==> src/rtl/sriov_cap_pkg.sv <==
package sriov_cap_pkg;

  localparam int unsigned CAP_DW   = 13;
  localparam int unsigned NUM_BARS = 6;

  localparam int unsigned DW_CTRL  = 0;
  localparam int unsigned DW_VFCNT = 1;
  localparam int unsigned DW_NUMVF = 2;
  localparam int unsigned DW_RID   = 3;
  localparam int unsigned DW_DEVID = 4;
  localparam int unsigned DW_SUPPG = 5;
  localparam int unsigned DW_SYSPG = 6;
  localparam int unsigned DW_BAR0  = 7;

  localparam int unsigned CTL_VFE = 0;
  localparam int unsigned CTL_MSE = 3;
  localparam int unsigned CTL_ARI = 4;

  // Expand four byte enables into a 32-bit lane mask.
  function automatic logic [31:0] lane_expand(input logic [3:0] be);
    logic [31:0] m;
    for (int b = 0; b < 4; b++) m[b*8 +: 8] = {8{be[b]}};
    return m;
  endfunction

  // Writable address bits of a BAR given log2 of its size; 0 means none.
  function automatic logic [63:0] size_mask(input logic [5:0] lg2);
    if (lg2 == 6'd0) return 64'd0;
    return ~((64'd1 << lg2) - 64'd1);
  endfunction

  function automatic logic is_mem64(input logic [3:0] typ);
    return (typ[0] == 1'b0) && (typ[2:1] == 2'b10);
  endfunction

  // Constant type bits: two for I/O, four for memory.
  function automatic logic [31:0] type_bits(input logic [3:0] typ);
    return typ[0] ? 32'h3 : 32'hF;
  endfunction

  // True when BAR idx is the upper half of a 64-bit pair.
  function automatic logic is_upper(input logic [NUM_BARS-1:0][3:0] types,
                                    input int unsigned idx);
    logic up;
    up = 1'b0;
    for (int unsigned k = 1; k <= idx; k++) up = !up && is_mem64(types[k-1]);
    return up;
  endfunction

endpackage

==> src/rtl/sriov_cap_ctl.sv <==
module sriov_cap_ctl
  import sriov_cap_pkg::*;
#(
  parameter int unsigned TOTAL_VFS = 6
) (
  input  logic        clk,
  input  logic        rst_n,
  input  logic        wr_ctrl,
  input  logic        wr_numvf,
  input  logic [31:0] lane_mask,
  input  logic [31:0] wdata,
  output logic        vfe_q,
  output logic        mse_q,
  output logic        ari_q,
  output logic [15:0] num_q
);

  localparam logic [15:0] TOTAL16 = 16'(TOTAL_VFS);

  logic        vfe_ok_q, vfe_ok_n;
  logic        vfe_n, mse_n, ari_n;
  logic [15:0] num_n;
  logic [15:0] ctl_old, ctl_wm, ctl_new;
  logic [15:0] num_wm, num_new;
  logic        ce;

  always_comb begin
    ctl_old          = '0;
    ctl_old[CTL_VFE] = vfe_q;
    ctl_old[CTL_MSE] = mse_q;
    ctl_old[CTL_ARI] = ari_q;
    ctl_wm           = '0;
    ctl_wm[CTL_MSE]  = 1'b1;
    ctl_wm[CTL_ARI]  = 1'b1;
    ctl_wm[CTL_VFE]  = vfe_ok_q;
    ctl_wm           = ctl_wm & lane_mask[15:0];
    ctl_new          = (ctl_old & ~ctl_wm) | (wdata[15:0] & ctl_wm);

    num_wm  = (vfe_q ? 16'h0000 : 16'hFFFF) & lane_mask[15:0];
    num_new = (num_q & ~num_wm) | (wdata[15:0] & num_wm);

    vfe_n = wr_ctrl ? ctl_new[CTL_VFE] : vfe_q;
    mse_n = wr_ctrl ? ctl_new[CTL_MSE] : mse_q;
    ari_n = wr_ctrl ? ctl_new[CTL_ARI] : ari_q;
    num_n = wr_numvf ? num_new : num_q;

    if (wr_numvf && (|lane_mask[15:0])) vfe_ok_n = (num_new <= TOTAL16);
    else                                vfe_ok_n = vfe_ok_q;

    ce = wr_ctrl | wr_numvf;
  end

  always_ff @(posedge clk or negedge rst_n) begin
    if (!rst_n) begin
      vfe_q    <= 1'b0;
      mse_q    <= 1'b0;
      ari_q    <= 1'b0;
      num_q    <= '0;
      vfe_ok_q <= 1'b1;
    end else if (ce) begin
      vfe_q    <= vfe_n;
      mse_q    <= mse_n;
      ari_q    <= ari_n;
      num_q    <= num_n;
      vfe_ok_q <= vfe_ok_n;
    end
  end

endmodule

==> src/rtl/sriov_cap_field.sv <==
module sriov_cap_field #(
  parameter logic [31:0] RST_VAL = 32'h0,
  parameter logic [31:0] WMASK   = 32'h0
) (
  input  logic        clk,
  input  logic        rst_n,
  input  logic        wr,
  input  logic [31:0] lane_mask,
  input  logic [31:0] wdata,
  output logic [31:0] q
);

  logic [31:0] eff_mask;
  logic [31:0] d;

  always_comb begin
    eff_mask = WMASK & lane_mask;
    d        = (q & ~eff_mask) | (wdata & eff_mask);
  end

  always_ff @(posedge clk or negedge rst_n) begin
    if (!rst_n)  q <= RST_VAL;
    else if (wr) q <= d;
  end

endmodule

==> src/rtl/sriov_cap_regs.sv <==
module sriov_cap_regs
  import sriov_cap_pkg::*;
#(
  parameter int unsigned ADDR_W       = 5,
  parameter int unsigned INITIAL_VFS  = 4,
  parameter int unsigned TOTAL_VFS    = 6,
  parameter logic [15:0] VF_OFFSET    = 16'h0001,
  parameter logic [15:0] VF_STRIDE    = 16'h0001,
  parameter logic [15:0] VF_DEVICE_ID = 16'hA5C3,
  parameter logic [31:0] SUP_PGSZ     = 32'h0000_0553,
  parameter logic [NUM_BARS-1:0][3:0] VF_BAR_TYPE =
    {4'h0, 4'h0, 4'h0, 4'hC, 4'h1, 4'h0},
  parameter logic [NUM_BARS-1:0][5:0] VF_BAR_LG2 =
    {6'd0, 6'd16, 6'd34, 6'd34, 6'd8, 6'd12}
) (
  input  logic              clk,
  input  logic              rst_n,
  input  logic              cfg_wr_en,
  input  logic [ADDR_W-1:0] cfg_addr,
  input  logic [3:0]        cfg_be,
  input  logic [31:0]       cfg_wdata,
  output logic [31:0]       cfg_rdata,
  output logic              vf_enable,
  output logic              vf_mem_enable,
  output logic              ari_hierarchy,
  output logic [15:0]       active_vfs
);

  localparam logic [ADDR_W-1:0] A_LIMIT = ADDR_W'(CAP_DW);
  localparam logic [ADDR_W-1:0] A_CTRL  = ADDR_W'(DW_CTRL);
  localparam logic [ADDR_W-1:0] A_VFCNT = ADDR_W'(DW_VFCNT);
  localparam logic [ADDR_W-1:0] A_NUMVF = ADDR_W'(DW_NUMVF);
  localparam logic [ADDR_W-1:0] A_RID   = ADDR_W'(DW_RID);
  localparam logic [ADDR_W-1:0] A_DEVID = ADDR_W'(DW_DEVID);
  localparam logic [ADDR_W-1:0] A_SUPPG = ADDR_W'(DW_SUPPG);
  localparam logic [ADDR_W-1:0] A_SYSPG = ADDR_W'(DW_SYSPG);

  // Reset synchronizer: asynchronous assert, synchronous release.
  logic rst_s1_q, rst_s2_q;
  always_ff @(posedge clk or negedge rst_n) begin
    if (!rst_n) begin
      rst_s1_q <= 1'b0;
      rst_s2_q <= 1'b0;
    end else begin
      rst_s1_q <= 1'b1;
      rst_s2_q <= rst_s1_q;
    end
  end

  logic        rst_int_n;
  logic        in_range;
  logic        wr_hit;
  logic [31:0] lane_mask;
  logic        vfe_q, mse_q, ari_q;
  logic [15:0] num_vfs_q;
  logic [31:0] sys_pg_q;
  logic [NUM_BARS-1:0][31:0] bar_q;

  always_comb begin
    rst_int_n = rst_s2_q;
    in_range  = (cfg_addr < A_LIMIT);
    wr_hit    = cfg_wr_en && in_range;
    lane_mask = lane_expand(cfg_be);
  end

  sriov_cap_ctl #(
    .TOTAL_VFS (TOTAL_VFS)
  ) u_ctl (
    .clk       (clk),
    .rst_n     (rst_int_n),
    .wr_ctrl   (wr_hit && (cfg_addr == A_CTRL)),
    .wr_numvf  (wr_hit && (cfg_addr == A_NUMVF)),
    .lane_mask (lane_mask),
    .wdata     (cfg_wdata),
    .vfe_q     (vfe_q),
    .mse_q     (mse_q),
    .ari_q     (ari_q),
    .num_q     (num_vfs_q)
  );

  sriov_cap_field #(
    .RST_VAL (32'h0000_0001),
    .WMASK   (SUP_PGSZ)
  ) u_syspg (
    .clk       (clk),
    .rst_n     (rst_int_n),
    .wr        (wr_hit && (cfg_addr == A_SYSPG)),
    .lane_mask (lane_mask),
    .wdata     (cfg_wdata),
    .q         (sys_pg_q)
  );

  for (genvar i = 0; i < NUM_BARS; i++) begin : g_bar
    localparam logic        UPPER = is_upper(VF_BAR_TYPE, i);
    localparam logic [63:0] M_LO  = size_mask(VF_BAR_LG2[i]);
    localparam logic [63:0] M_HI  = (i > 0) ? size_mask(VF_BAR_LG2[(i > 0) ? i-1 : 0]) : 64'd0;
    localparam logic [31:0] WM    = UPPER ? M_HI[63:32]
                                          : (M_LO[31:0] & ~type_bits(VF_BAR_TYPE[i]));
    localparam logic [31:0] RV    = UPPER ? 32'h0 : {28'h0, VF_BAR_TYPE[i]};
    localparam logic [ADDR_W-1:0] A_BAR = ADDR_W'(DW_BAR0 + i);

    sriov_cap_field #(
      .RST_VAL (RV),
      .WMASK   (WM)
    ) u_bar (
      .clk       (clk),
      .rst_n     (rst_int_n),
      .wr        (wr_hit && (cfg_addr == A_BAR)),
      .lane_mask (lane_mask),
      .wdata     (cfg_wdata),
      .q         (bar_q[i])
    );
  end

  // Read path
  always_comb begin
    cfg_rdata = '0;
    case (cfg_addr)
      A_CTRL: begin
        cfg_rdata[CTL_VFE] = vfe_q;
        cfg_rdata[CTL_MSE] = mse_q;
        cfg_rdata[CTL_ARI] = ari_q;
      end
      A_VFCNT: cfg_rdata = {16'(TOTAL_VFS), 16'(INITIAL_VFS)};
      A_NUMVF: cfg_rdata = {16'h0, num_vfs_q};
      A_RID:   cfg_rdata = {VF_STRIDE, VF_OFFSET};
      A_DEVID: cfg_rdata = {VF_DEVICE_ID, 16'h0};
      A_SUPPG: cfg_rdata = SUP_PGSZ;
      A_SYSPG: cfg_rdata = sys_pg_q;
      default: begin
        for (int i = 0; i < NUM_BARS; i++) begin
          if (cfg_addr == ADDR_W'(DW_BAR0 + i)) cfg_rdata = bar_q[i];
        end
      end
    endcase
  end

  always_comb begin
    vf_enable     = vfe_q;
    vf_mem_enable = mse_q;
    ari_hierarchy = ari_q;
    active_vfs    = vfe_q ? num_vfs_q : 16'h0;
  end

endmodule

==> config.mk <==
export PLATFORM = sky130hd
export DESIGN_NAME = sriov_cap_regs
export DESIGN_NICKNAME = d
export VERILOG_FILES = /design/src/rtl/sriov_cap_pkg.sv /design/src/rtl/sriov_cap_ctl.sv /design/src/rtl/sriov_cap_field.sv /design/src/rtl/sriov_cap_regs.sv
export SDC_FILE = /design/constraint.sdc
export NUM_CORES = 1
export LEC_CHECK = 0
export BUFFER_PORTS_ARGS = -buffer_cell sky130_fd_sc_hd__clkbuf_2
export CAP_MARGIN = 30
export CORE_MARGIN = 2
export CORE_UTILIZATION = 43
export DETAILED_ROUTE_END_ITERATION = 8
export GPL_TIMING_DRIVEN = 0
export PLACE_DENSITY_LB_ADDON = 0.12
export SETUP_SLACK_MARGIN = 0.2
export SLEW_MARGIN = 20
export SYNTH_ARGS = -nofsm -noshare
export SYNTH_HDL_FRONTEND = slang
export SYNTH_SLANG_ARGS = --single-unit
export TNS_END_PERCENT = 10
==> constraint.sdc <==
create_clock -name clk -period 4.4 [get_ports clk]
set_input_delay 0.88 -clock clk [delete_from_list [all_inputs] [get_ports clk]]
set_output_delay 0.88 -clock clk [all_outputs]
set_load 0.02 [all_outputs]
==> out/metrics.yaml, run 1 <==
start_util_pct: 44.3
postSynthCellCount: 446
cts_buffers: 17
synth_seq_cells: 118
p_per_area_nw_per_um2: 420
postCtsSetupBuffers: 0
vias_per_cell: 5.45
crit_family: "buffers and inverters"
dr.pass1.iters: 4
die_y_um: 118
wirelength_um: 14300
hold_viol_final: 0
htree_levels: 4
synth_warnings: 0
crit_slowest_cell: "or4b_2"
die_w_um: 118
dieArea_um2: 14000
drt_iter0_markers: 179
fin_crit_ps: 3740
slowest_delay_ps: 660
path_cells: "clkbuf_2 > clkbuf_1 > or4b_2 > clkbuf_1 > nor2_1 > a21oi_1 > o311ai_0 > clkbuf_2"
drv_slew: 0
tritoncts: "yes"
drive_gt1_share_pct: 47.1
grt_use_total_pct: 21.7
clk_pin_slew_ps: 50
postSynthAreaPerCell_um2: 12.6
crit_arrival_ps: 2860
io_buffers: 91
synth_top_area_share_pct: 51.8
nets: 602
grt_pass1_vias: 4309
final_common_cell: "mux2_2"
num_io_pins: 95
synth_area_um2: 5610
antenna_found_initial: 1
rows: 41
clkLatencyLatePin_ps: 430
async_reset_ff_share_pct: 100
rsz0062_at_grt: "false"
cap_viol_max_count: 0
core_area_um2: 12700
required_ps: 3520
synth_area_leader_cell: "dfrtp_1"
ir_worst_vdd_v: 0.000298
max_slew.worst_pin.slew_ps: 918
ys_types: 47
max_freq_mhz: 267
ant_nets: 0
synth-main-ff-cell: "dfrtp_1"
slew_headroom_pct: 38.3
cts_resized: 0
ctsLongestPathBuffers: 2
avgRoutedWirePerCell_um: 19.2
dp_hpwl_um: 10100
synth_seq_area_share_pct: 52.7
power_leakage_nw: 3.34
clockRootBuffer: "clkbuf_16"
critPathBufInv: 4
end_kind: "primary output"
final_cell_mix: "mux2_2 (121), dfrtp_1 (115), clkbuf_2 (91)"
area_growth_pct: 22.9
finish.utilization_pct: 54.4
synth_edf_count: 0
path_max_fanout: 10
grt_first_pass_wirelength_um: 23200
gr-total-overflow: 0
critPathLaunchType: "primary input"
cts_sinks: 118
drc_errors: 0
gp_congestion: 0.804
critPathKind: "in -> out"
setup_viol: 0
grt_max_degree: 48
cts_hold_buf: 0
skew_ps: 6.48
route.vias.total: 4053
p_total_mw: 2.89
status: "finished clean"
fin_crit_sh_pct: 85.0
synth_nets: 490
hp-class: "in -> async"
synthTopCellsByArea: "dfrtp_1 (52%), mux2_2 (24%), a22oi_1 (3.2%)"
[area by class of cell]
type	count	area (um^2)
Timing Repair Buffer	93	510
Sequential cell	118	2960
Antenna cell	1	2.50
Multi-Input combinational cell	305	2560
Tap cell	172	215
Clock inverter	10	80.1
Inverter	4	15.0
Fill cell	1164	5780
Buffer	19	85.1
Clock buffer	22	464
[cells in the mapped netlist (2+ instances only)]
| cell | count |
|---|---|
| nand2_1 | 27 |
| a21oi_1 | 7 |
| and2_1 | 16 |
| o21ai_0 | 16 |
| nor3b_1 | 3 |
| dfrtp_1 | 116 |
| nand3_2 | 5 |
| nor2_1 | 15 |
| nor4_1 | 2 |
| nor4_2 | 2 |
| a221oi_1 | 6 |
| inv_1 | 4 |
| clkbuf_1 | 10 |
| mux2i_1 | 8 |
| mux2_2 | 121 |
| buf_2 | 8 |
| nor3_1 | 11 |
| nand3_1 | 5 |
| a22o_1 | 2 |
| a222oi_1 | 4 |
| nor2b_1 | 5 |
| dfstp_2 | 2 |
| nand2b_1 | 2 |
| o41ai_1 | 2 |
| o211ai_1 | 2 |
| a22oi_1 | 24 |
[cells by family (layout without fill, tap and decap cells)]
group                  count (synthesis)  count (layout)  synth area share (%)
AO/OA/AOI/OAI                         67              67                  8.41
flip-flops                           118             118                  52.7
buffers and inverters                 23             148                  1.78
XOR/XNOR                               1               1                 0.156
multiplexers                         130             130                  25.9
AND/OR/NAND/NOR                      106             106                  11.0
other                                  1               2                0.0669
[per-layer routing]
metal  vias to the layer above  track usage [%]  wire length (um)
met4                         0             7.00               202
met1                      2052             26.7              6160
met5                         -                0                 0
met3                        18             6.61               779
met2                       100             36.6              7140
li1                       1883                -                 -
[final timing paths]
path | start | to | slack, ps | cells after the start
setup / recovery | cfg_addr[4] | cfg_rdata[18] | 660 | 8
min in group clk | rst_s1_q | rst_int_n | 350 | 0
hold reg to reg | rst_int_n | asynchronous set/reset pin | 240 | 0
setup reg to reg | u_ctl.num_q[12] | u_ctl.vfe_ok_q | 2660 | 4
hold / removal | rst_n | rst_s1_q | 230 | 1
max in group asynchronous | rst_int_n | asynchronous set/reset pin | 3280 | 2
[metrics by stage]
stage | instance area, um^2 | setup WS (ps) | hold slack (ps) | std cells | TNS (ps)
floorplan | 5610 | 873 | 331 | 446 | 0
global placement | 6280 | -365 | 338 | 709 | -40650
detailed placement | 6340 | 632 | 249 | 711 | 0
CTS | 6890 | 626 | 214 | 743 | 0
global route | 6890 | 512 | 223 | 743 | 0
finish | 6890 | 661 | 233 | 744 | 0
[where the power goes]
group	internal (mW)	switching, mW
Combinational	0.163	0.143
Sequential	1.23	0.0831
Clock	0.796	0.479
Total	2.19	0.706
No activity file was read; power rests on OpenSTA's default activity.
==> run 2, diff against run 1 <==
Settings changed: ABC_AREA set to 1.
Clock period 4.4 ns to 3.15 ns, I/O delays scaled along.
==> run 2 against run 1 <==
Setup slack lost 370 ps. Worst hold slack improved by 69 ps. Non-clock buffer count grew 14. Utilization is 0.088 points lower. Routed wire length rose by 8.7%. Die area rose by 4.4%. Clock power rose by 56%. Critical endpoint is now cfg_rdata[2]. Combinational power grew 32%. Power is 45% higher.
==> out/metrics.yaml, run 2 <==
synth_fa_ha_area_share_pct: 0  # unchanged
muxShareOfSynthArea_pct: 0  # -26 points
antenna_found_initial: 0  # -1
synth_edf_count: 0  # unchanged
final_common_cell: "nand2_1"
gr-total-overflow: 0  # unchanged
route.vias.total: 5141  # +27%
synth-simple-area-share_pct: 28.2  # +17 points
max_freq_mhz: 350
avgRoutedWirePerCell_um: 15.0  # -22%
end_kind: "primary output"
synth_nets: 775  # +58%
hp-class: "reg -> async"
rows: 42  # +2.4%
path_max_fanout: 10  # unchanged
slew_headroom_pct: 56.0  # +18 points
dp_hpwl_um: 11400  # +13%
synthXorXnorAreaFrac_pct: 0  # -0.16 points
drv_slew: 0  # unchanged
synth_compound_gate_area_share_pct: 13.7  # +5.3 points
io_buffers: 94  # +3.3%
hold_viol_final: 0  # unchanged
gp_congestion: 0.885  # +10%
core_area_um2: 13300  # +4.9%
grt_use_total_pct: 22.6  # +0.90 points
wirelength_um: 15500  # +8.7%
synth_top_family_by_area: "simple AND/OR/NAND/NOR gates"
ant_nets: 0  # unchanged
fin_crit_sh_pct: 90.8
synth_area_leader_cell: "dfrtp_1"
nets: 891  # +48%
grt_max_degree: 43  # -10%
synthTopCellsByArea: "dfrtp_1 (50%), nand2_1 (19%), o21ai_0 (4.9%)"
rsz0062_at_grt: "true"
postPlaceCellArea_um2: 6600  # +4.0%
num_io_pins: 95  # unchanged
htree_levels: 4  # unchanged
die_y_um: 121  # +2.2%
crit_arrival_ps: 2230  # -630 ps
grt_first_pass_wirelength_um: 25400  # +9.6%
synth_warnings: 0  # unchanged
grt_pass1_vias: 5042  # +17%
critPathLaunchType: "primary input"
cts_buffers: 17  # unchanged
clockRootBuffer: "clkbuf_16"
synth_seq_area_share_pct: 50.4  # -2.3 points
synth_area_um2: 5860  # +4.5%
design_area_um2: 7220  # +4.8%
final_cell_mix: "nand2_1 (299), dfrtp_1 (115), clkbuf_2 (96)"
skew_ps: 4.51  # -1.98 ps
fin_crit_ps: 2860
postSynthCellCount: 731  # +64%
async_reset_ff_share_pct: 100  # unchanged
tns_ps: 0  # unchanged
drive_gt1_share_pct: 24.1  # -23 points
ys_types: 28  # -40%
synth-main-ff-cell: "dfrtp_1"
dr.pass1.iters: 5  # +1
dieArea_um2: 14600  # +4.4%
cts_sinks: 118  # unchanged
setup_viol: 0  # unchanged
p_per_area_nw_per_um2: 581  # +38%
cap_viol_max_count: 0  # unchanged
ir_worst_vdd_v: 0.000349  # +17%
critPathKind: "in -> out"
start_util_pct: 44.1  # -0.17 points
synth_top_area_share_pct: 49.5  # -2.2 points
drc_errors: 0  # unchanged
postCtsSetupBuffers: 0  # unchanged
area_growth_pct: 23.1
tritoncts: "yes"
clkLatencyLatePin_ps: 410  # -20 ps
die_w_um: 121  # +2.2%
required_ps: 2520  # -1000 ps
drt_iter0_markers: 335  # +87%
ctsLongestPathBuffers: 2  # unchanged
power_leakage_nw: 3.82  # +14%
postSynthAreaPerCell_um2: 8.02  # -36%
ys_top_cells_by_count: "nand2_1 (299), dfrtp_1 (116), inv_1 (68), o21ai_0 (57), nand3_1 (33)"
synth_seq_cells: 118  # unchanged
finish.utilization_pct: 54.3  # -0.088 points
synthMostInstantiatedCell: "nand2_1"
max_slew.worst_pin.slew_ps: 660  # -259 ps
status: "finished clean"
antennaDiodeCount: 0  # -1
vias_per_cell: 4.96  # -8.9%
clk_pin_slew_ps: 50  # about the same
-- run 2: area by class of cell --
| type | count | area (um^2) |
|---|---|---|
| timing repair buffer | 97 | 520 |
| clock inverter | 10 | 125 |
| multi-input combinational | 514 | 2460 |
| fill | 1270 | 6080 |
| clock buffer | 22 | 484 |
| inverter | 70 | 263 |
| sequential | 118 | 2960 |
| buffer | 29 | 188 |
| tap | 176 | 220 |
-- run 2: routing by layer --
layer,global-route usage [%],vias up,part of all wire [%]
li1,-,2580,-
met1,29.5,2390,45
met2,37.5,151,48
met3,4.34,20,5.2
met4,8.28,0,1.7
met5,0,-,0
-- run 2: power breakdown --
part / switching (mW) / total [mW] / internal, mW / leakage [nW]
Combinational: 0.251 / 0.404 / 0.153 / 1.95
Clock: 0.665 / 1.98 / 1.32 / 0.309
Sequential: 0.111 / 1.81 / 1.70 / 1.56
-- run 2: cells by family (layout without fill, tap and decap cells) --
kind of cell | count (synthesis) | after routing
other | 1 | 1
flip-flops | 118 | 118
AND/OR/NAND/NOR | 380 | 380
AO/OA/AOI/OAI | 133 | 133
buffers and inverters | 99 | 228
-- run 2: final timing paths --
path                                  start                          to  slack (ps)  cells after the start
worst max-delay path            cfg_addr[2]                cfg_rdata[2]         290                      8
worst min-delay path              rst_int_n  asynchronous set/reset pin         300                      0
worst max register to register     register              u_ctl.vfe_ok_q        1430                     11
worst min register to register    rst_int_n  asynchronous set/reset pin         300                      0
max in group asynchronous         rst_int_n              u_ctl.vfe_ok_q        2190                      1
min in group clk                   rst_s1_q                   rst_int_n         350                      0
-- run 2: repair_timing --
action,4_1_cts,5_1_grt
hold buffers,1,0
setup endpoints to repair,1,20
endpoints found under the hold margin,2,0
cloned,0,0
resized for setup,1,2
-- run 2: critical path, stage by stage --
cell	delay (ps)
clkbuf_2	130
nor2_4	140
nand2_2	150
nor2_1	180
clkbuf_1	530
nand2_1	100
o2111ai_1	140
clkbuf_2	210
-- run 2: stage by stage --
step                hold slack (ps)  std cells  setup WS [ps]  power, mW
floorplan                       331        731            769       2.08
global placement                336       1001            240       2.21
detailed placement              324       1003            201       2.23
CTS                             327       1036            249       4.22
global route                    350       1036            127       4.37
finish                          302       1036            291       4.19
